--- config.mk ---
export PLATFORM = sky130hd
export DESIGN_NAME = evt_thresh_counter
export DESIGN_NICKNAME = d
export VERILOG_FILES = /design/src/rtl/evc_pkg.sv /design/src/rtl/evc_cfg.sv /design/src/rtl/evc_filter.sv /design/src/rtl/evc_accum.sv /design/src/rtl/evt_thresh_counter.sv
export SDC_FILE = /design/constraint.sdc
export NUM_CORES = 1
export LEC_CHECK = 0
export BUFFER_PORTS_ARGS = -buffer_cell sky130_fd_sc_hd__buf_2
export CORE_MARGIN = 4
export CORE_UTILIZATION = 45
export DETAILED_ROUTE_END_ITERATION = 10
export PLACE_DENSITY = 0.77
export SKIP_CTS_REPAIR_TIMING = 1
export SLEW_MARGIN = 20
export SYNTH_ARGS = -nofsm -noshare
export SYNTH_HDL_FRONTEND = slang
export SYNTH_SLANG_ARGS = --single-unit
--- constraint.sdc ---
create_clock -name clk -period 3.6 [get_ports clk]
set_input_delay 0.18 -clock clk [delete_from_list [all_inputs] [get_ports clk]]
set_output_delay 0.18 -clock clk [all_outputs]
set_load 0.1 [all_outputs]
--- src/rtl/evc_pkg.sv ---
package evc_pkg;

  localparam int EVT_W = 4;

  // Field order, LSB first: en, cmp, cmpl, thr, edg, usr_en, sup_en, irq_en, cas_wait
  typedef struct packed {
    logic             cas_wait;
    logic             irq_en;
    logic             sup_en;
    logic             usr_en;
    logic             edg;
    logic [EVT_W-1:0] thr;
    logic             cmpl;
    logic             cmp;
    logic             en;
  } evc_cfg_t;

  localparam int CFG_W = $bits(evc_cfg_t);

endpackage

--- src/rtl/evc_cfg.sv ---
module evc_cfg
  import evc_pkg::*;
(
  input  logic             clk,
  input  logic             rst_n,
  input  logic             cfg_we,
  input  logic [CFG_W-1:0] cfg_wdata,
  input  logic             partner_ovf,
  output evc_cfg_t         cfg,
  output logic             active
);

  evc_cfg_t cfg_q, cfg_d;
  logic     wait_q, wait_d;

  always_comb begin
    cfg_d  = cfg_q;
    wait_d = wait_q;
    if (cfg_we) begin
      cfg_d  = evc_cfg_t'(cfg_wdata);
      wait_d = cfg_d.cas_wait;
    end else if (wait_q && partner_ovf) begin
      wait_d = 1'b0;
    end
  end

  always_ff @(posedge clk or negedge rst_n) begin
    if (!rst_n) begin
      cfg_q  <= '0;
      wait_q <= 1'b0;
    end else begin
      if (cfg_we) cfg_q <= cfg_d;
      wait_q <= wait_d;
    end
  end

  assign cfg    = cfg_q;
  assign active = cfg_q.en && !wait_q;

  // a partner overflow releases a waiting slice
  a_r10_release: assert property (@(posedge clk) disable iff (!rst_n)
    (wait_q && partner_ovf && !cfg_we) |=> active == cfg_q.en);

endmodule

--- src/rtl/evc_filter.sv ---
module evc_filter #(
  parameter int EVT_W = 4
) (
  input  logic             clk,
  input  logic             rst_n,
  input  logic             active,
  input  logic             cmp,
  input  logic             cmpl,
  input  logic             edg,
  input  logic [EVT_W-1:0] thr,
  input  logic             usr_en,
  input  logic             sup_en,
  input  logic             priv_sup,
  input  logic [EVT_W-1:0] evt_in,
  output logic [EVT_W-1:0] inc
);

  logic qual, hit, prev_q, prev_d;

  always_comb begin
    qual = priv_sup ? sup_en : usr_en;
    hit  = qual && (cmpl ? (evt_in <= thr) : (evt_in > thr));
    inc  = '0;
    if (active && qual) begin
      if (!cmp)      inc = evt_in;
      else if (edg)  inc = EVT_W'(hit && !prev_q);
      else           inc = EVT_W'(hit);
    end
    prev_d = active ? hit : 1'b0;
  end

  always_ff @(posedge clk or negedge rst_n) begin
    if (!rst_n) prev_q <= 1'b0;
    else        prev_q <= prev_d;
  end

  // compare mode never adds more than one
  a_r3_unit_step: assert property (@(posedge clk) disable iff (!rst_n)
    cmp |-> inc <= EVT_W'(1));
  // two edge counts never come back to back
  a_r5_no_double: assert property (@(posedge clk) disable iff (!rst_n)
    (active && cmp && edg && inc != '0) |=> (!(active && cmp && edg) || inc == '0));
  // inactive slice contributes nothing
  a_r7_idle_zero: assert property (@(posedge clk) disable iff (!rst_n)
    !active |-> inc == '0);

endmodule

--- src/rtl/evc_accum.sv ---
module evc_accum #(
  parameter int CNT_W = 40,
  parameter int EVT_W = 4
) (
  input  logic             clk,
  input  logic             rst_n,
  input  logic [EVT_W-1:0] inc,
  input  logic             load,
  input  logic [CNT_W-1:0] load_val,
  input  logic             irq_en,
  input  logic             irq_clr,
  output logic [CNT_W-1:0] cnt,
  output logic             ovf_pulse,
  output logic             irq_req
);

  localparam int PAD_W = CNT_W + 1 - EVT_W;

  logic [CNT_W:0]   sum;
  logic [CNT_W-1:0] cnt_d;
  logic             cnt_ce, ovf_d, irq_d;

  always_comb begin
    sum    = {1'b0, cnt} + {{PAD_W{1'b0}}, inc};
    cnt_ce = load || (inc != '0);
    cnt_d  = load ? load_val : sum[CNT_W-1:0];
    ovf_d  = !load && sum[CNT_W];
    if (ovf_d && irq_en) irq_d = 1'b1;
    else if (irq_clr)    irq_d = 1'b0;
    else                 irq_d = irq_req;
  end

  always_ff @(posedge clk or negedge rst_n) begin
    if (!rst_n) begin
      cnt       <= '0;
      ovf_pulse <= 1'b0;
      irq_req   <= 1'b0;
    end else begin
      if (cnt_ce) cnt <= cnt_d;
      ovf_pulse <= ovf_d;
      irq_req   <= irq_d;
    end
  end

  // a load lands as written
  a_r11_load: assert property (@(posedge clk) disable iff (!rst_n)
    load |=> (cnt == $past(load_val) && !ovf_pulse));
  // no increment and no load keeps the count
  a_r7_hold: assert property (@(posedge clk) disable iff (!rst_n)
    (!load && inc == '0) |=> $stable(cnt));
  // a wrap pulse lasts one cycle
  a_r8_one_cycle: assert property (@(posedge clk) disable iff (!rst_n)
    ovf_pulse |=> !ovf_pulse);
  // request holds until cleared
  a_r9_sticky: assert property (@(posedge clk) disable iff (!rst_n)
    (irq_req && !irq_clr) |=> irq_req);

endmodule

--- src/rtl/evt_thresh_counter.sv ---
module evt_thresh_counter
  import evc_pkg::*;
#(
  parameter int CNT_W = 40
) (
  input  logic             clk,
  input  logic             rst_n,
  input  logic             cfg_we,
  input  logic [CFG_W-1:0] cfg_wdata,
  input  logic             cnt_we,
  input  logic [CNT_W-1:0] cnt_wdata,
  input  logic [EVT_W-1:0] evt_in,
  input  logic             priv_sup,
  input  logic             partner_ovf,
  input  logic             irq_clr,
  output logic [CNT_W-1:0] cnt_value,
  output logic             ovf_pulse,
  output logic             irq_req
);

  evc_cfg_t         cfg;
  logic             active;
  logic [EVT_W-1:0] inc;

  evc_cfg u_cfg (
    .clk         (clk),
    .rst_n       (rst_n),
    .cfg_we      (cfg_we),
    .cfg_wdata   (cfg_wdata),
    .partner_ovf (partner_ovf),
    .cfg         (cfg),
    .active      (active)
  );

  evc_filter #(.EVT_W(EVT_W)) u_filter (
    .clk      (clk),
    .rst_n    (rst_n),
    .active   (active),
    .cmp      (cfg.cmp),
    .cmpl     (cfg.cmpl),
    .edg      (cfg.edg),
    .thr      (cfg.thr),
    .usr_en   (cfg.usr_en),
    .sup_en   (cfg.sup_en),
    .priv_sup (priv_sup),
    .evt_in   (evt_in),
    .inc      (inc)
  );

  evc_accum #(.CNT_W(CNT_W), .EVT_W(EVT_W)) u_accum (
    .clk       (clk),
    .rst_n     (rst_n),
    .inc       (inc),
    .load      (cnt_we),
    .load_val  (cnt_wdata),
    .irq_en    (cfg.irq_en),
    .irq_clr   (irq_clr),
    .cnt       (cnt_value),
    .ovf_pulse (ovf_pulse),
    .irq_req   (irq_req)
  );

  // an overflow with interrupts on raises the request at once
  a_r9_raise: assert property (@(posedge clk) disable iff (!rst_n)
    (ovf_pulse && $past(cfg.irq_en)) |-> irq_req);
  // a wrap leaves a small count behind
  a_r8_wrap_small: assert property (@(posedge clk) disable iff (!rst_n)
    ovf_pulse |-> cnt_value < CNT_W'(16));

endmodule

==> flow_metrics.py <==
metrics = {
    "yosys": {
        "synth_cells": 398,
        "synth_cell_types": 57,
        "synth-adder-area-share_pct": 3.51,
        "synth_top_family_by_area": "compound AO/OA/AOI/OAI gates",
        "synth.yosys.warnings": 0,
        "yosys.area_share.simple_pct": 22.2,
        "muxShareOfSynthArea_pct": 3.80,
        "syn_avg_cell_area_um2": 8.61,
        "yosysSeqAreaShare_pct": 40.2,
        "synth_xor_area_share_pct": 0.511,
        "synth_compound_area_share_pct": 25.1,
        "ys_ff_latch": 55,
        "synthFlopType": "dfrtp_1",
        "async_reset_ff_share_pct": 100,
        "syn-cell-area_mm2": 0.00343,
        "synth_nets": 470,
        "synth-edff-count": 0,
    },
    "setup_path": {
        "cp_data_required_time_ps": 3860,
        "rr_startpoint": "u_cfg.cfg[5]",
        "crit_path_end_kind": "register",
        "r2r-end": "u_accum.cnt[30]",
        "crit_slowest_cell": "fa_2",
        "path_cells": "inv_1, ha_4, nand2_1, o21ai_1, o221ai_2, xnor2_1, and2_1, a22o_1, ha_2, inv_1, fa_2, nand2b_4, a21oi_4, and2_4, and3_4, a41oi_2, o31ai_1, a22o_1",
        "rrSetupSlack_ps": 140,
        "arrival_ps": 3710,
        "worstRegToRegCells": 18,
        "worst-setup-path-type": "reg -> reg",
        "worst-path-max-fanout": 4,
        "worstPathBufferInverterCount": 2,
        "critPathLaunchType": "register",
        "max_stage_delay_ps": 350,
        "cp_top_family": "compound AO/OA/AOI/OAI gates",
    },
    "final_layout": {
        "num-fill-cells": 694,
        "drive_gt1_share_pct": 31.3,
        "fin_util_pct": 57.9,
        "register_area_mm2": 0.00138,
        "final_cells": 597,
        "multiInputGateArea_mm2": 0.00199,
        "area_delta_synth_final_pct": 23.8,
        "layout.nets": 569,
        "final_common_cell": "buf_2",
        "fin_area_mm2": 0.00424,
        "antenna_cells": 0,
        "layout_common_cells": "104 x buf_2, 55 x dfrtp_1, 45 x o21ai_0",
    },
    "timing": {
        "final-setup-viol-count": 0,
        "worst_pin_slew_ps": 771,
        "min_period_ps": 3460,
        "hold_slack_ps": 44.1,
        "tns_ps": 0,
        "fin_crit_sh_pct": 96.0,
        "layout_setup_ws_ps": 144,
        "slew_headroom_pct": 48.6,
        "hold_viol_final": 0,
        "fin_skew_ps": 8.44,
        "max_freq_ghz": 0.289,
        "slew_viol_final": 0,
    },
    "clock_network": {
        "insertion_delay_ps": 310,
        "htreeDepth": 2,
        "cts_tree": "built",
        "clkTransAtPathRegs_ps": 100,
        "cts-buffers-inserted": 5,
        "clkSinkCount": 55,
        "root_buffer": "clkbuf_8",
        "clk_path_buf_depth": 2,
    },
    "min_path": {
        "holdCritStartpoint": "irq_clr",
        "holdCritPathClass": "in -> reg",
        "hold_end": "u_accum.irq_req",
        "min_path_cells": 2,
    },
    "route": {
        "viasPerCell": 5.82,
        "num_vias": 3476,
        "ant_nets": 0,
        "wl_per_cell_um": 16.2,
        "dr.pass1.iters": 5,
        "totalWireLength_um": 9680,
        "drc": 0,
        "drtIter0Drc": 215,
    },
    "die": {
        "dieArea_mm2": 0.00907,
        "die_x_um": 95.3,
        "rows": 31,
        "initial_utilization_pct": 46.7,
        "io_pins": 105,
        "die_h_um": 95.3,
        "core_area_mm2": 0.00733,
    },
    "run_status": {
        "status": "finished clean",
    },
    "power_and_ir_drop": {
        "vdd_drop_max_mv": 0.212,
        "power_density_mw_per_mm2": 533,
        "leakage_nw": 1.86,
        "total_power_mw": 2.26,
    },
    "global_route": {
        "grt_pass1_wl_um": 15100,
        "grt_use_total_pct": 20.9,
        "grt_max_degree": 59,
        "grt_pass1_vias": 3175,
        "antenna_found_initial": 0,
        "grt-ovfl-total": 0,
    },
    "placement": {
        "place_inst": 587,
        "port_buffers": 104,
        "placed_cell_area_mm2": 0.00403,
        "place_congestion": 0.855,
        "hpwlAfterDp_um": 7160,
        "post-place-ws_ps": -135,
    },
    "run": {
        "drv_cap": 0,
    },
}
==> per-layer routing <==
| metal | share of wire, % | vias to the layer above | track usage, % |
|---|---|---|---|
| met5 | 0 | - | 0 |
| met2 | 47 | 149 | 33.5 |
| met4 | 1.2 | 0 | 5.89 |
| li1 | - | 1678 | - |
| met1 | 42 | 1640 | 28.0 |
| met3 | 9.4 | 9 | 5.29 |
==> final cells by class <==
cell class / count / area share (%)
multi-input cells: 307 / 46.8
flip-flops and latches: 55 / 32.4
repair buffers: 115 / 14.3
well taps: 99 / 2.92
clock buffers: 8 / 2.36
inverters: 13 / 1.15
==> where the power goes <==
group | internal [mW] | leakage (nW) | switching, mW
Sequential | 0.708 | 0.649 | 0.127
Clock | 0.176 | 0.0515 | 0.206
Combinational | 0.220 | 1.16 | 0.824
==> worst register-to-register path: cells and delay by family (launching register included) <==
family                     cells  cell delay, ps
adders and majority gates      3             820
and+or+nand+nor                5             780
buffers and inverters          2             120
xor gates and xnor gates       1             240
AOI/OAI and AO/OA              7            1110
DFF                            1             340
==> worst max path at each step <==
| stage | slack, ps | start | cells after the start | end |
|---|---|---|---|---|
| after global routing | -4 | u_cfg.cfg[5] | 18 | u_accum.cnt[30] |
| after detailed placement | -140 | u_cfg.cfg[5] | 18 | u_accum.cnt[30] |
| after floorplan | 150 | u_cfg.cfg[5] | 18 | u_accum.cnt[32] |
| after global placement | 10 | u_cfg.cfg[5] | 18 | u_accum.cnt[30] |
| final | 140 | u_cfg.cfg[5] | 18 | u_accum.cnt[30] |
| after CTS | -150 | u_cfg.cfg[5] | 18 | u_accum.cnt[30] |
==> flip-flops by register name (all words and copies together) (netlist names) <==
register and cells:
u_accum.cnt 40, u_cfg.cfg 11, u_accum.ovf_pulse 1, u_filter.prev_q 1
u_accum.irq_req 1, u_cfg.wait_q 1
==> synthesized netlist by cell type, types with 2 or more instances <==
cell	n	area share, %
dfrtp_1	55	40
o21ai_0	46	6.7
a21oi_1	45	6.6
nor2_1	32	3.5
nand2_1	30	3.3
nand3_1	17	2.5
clkbuf_1	14	1.5
inv_1	13	1.4
nor3_1	12	1.8
and2_1	8	1.5
ha_1	8	2.9
mux2_2	8	2.6
nand4_1	8	1.5
nor4_1	7	1.3
o22ai_1	7	1.3
and3_1	5	0.91
buf_4	5	1.1
o2bb2ai_1	5	1.3
a211oi_1	4	0.88
a21o_1	4	0.88
a22oi_1	4	0.88
a32oi_1	4	1.0
mux2i_1	4	1.2
a31oi_1	3	0.55
a41o_1	3	0.88
buf_2	3	0.44
nand2b_1	3	0.55
or2_2	3	0.55
or3_1	3	0.55
a22o_1	2	0.51
a31o_2	2	0.51
a41oi_1	2	0.51
nor3b_1	2	0.44
o221ai_1	2	0.51
o31ai_1	2	0.44
or4_1	2	0.44
==> logic make-up (layout without fill, tap and decap cells) <==
| logic type | Yosys count | count (layout) |
|---|---|---|
| flops | 55 | 55 |
| xor+xnor | 2 | 2 |
| mux | 12 | 12 |
| simple gates | 142 | 142 |
| compound gates | 142 | 142 |
| fa+ha+maj | 9 | 9 |
| buf+inv | 36 | 136 |
No activity file was read; power rests on OpenSTA's default activity.
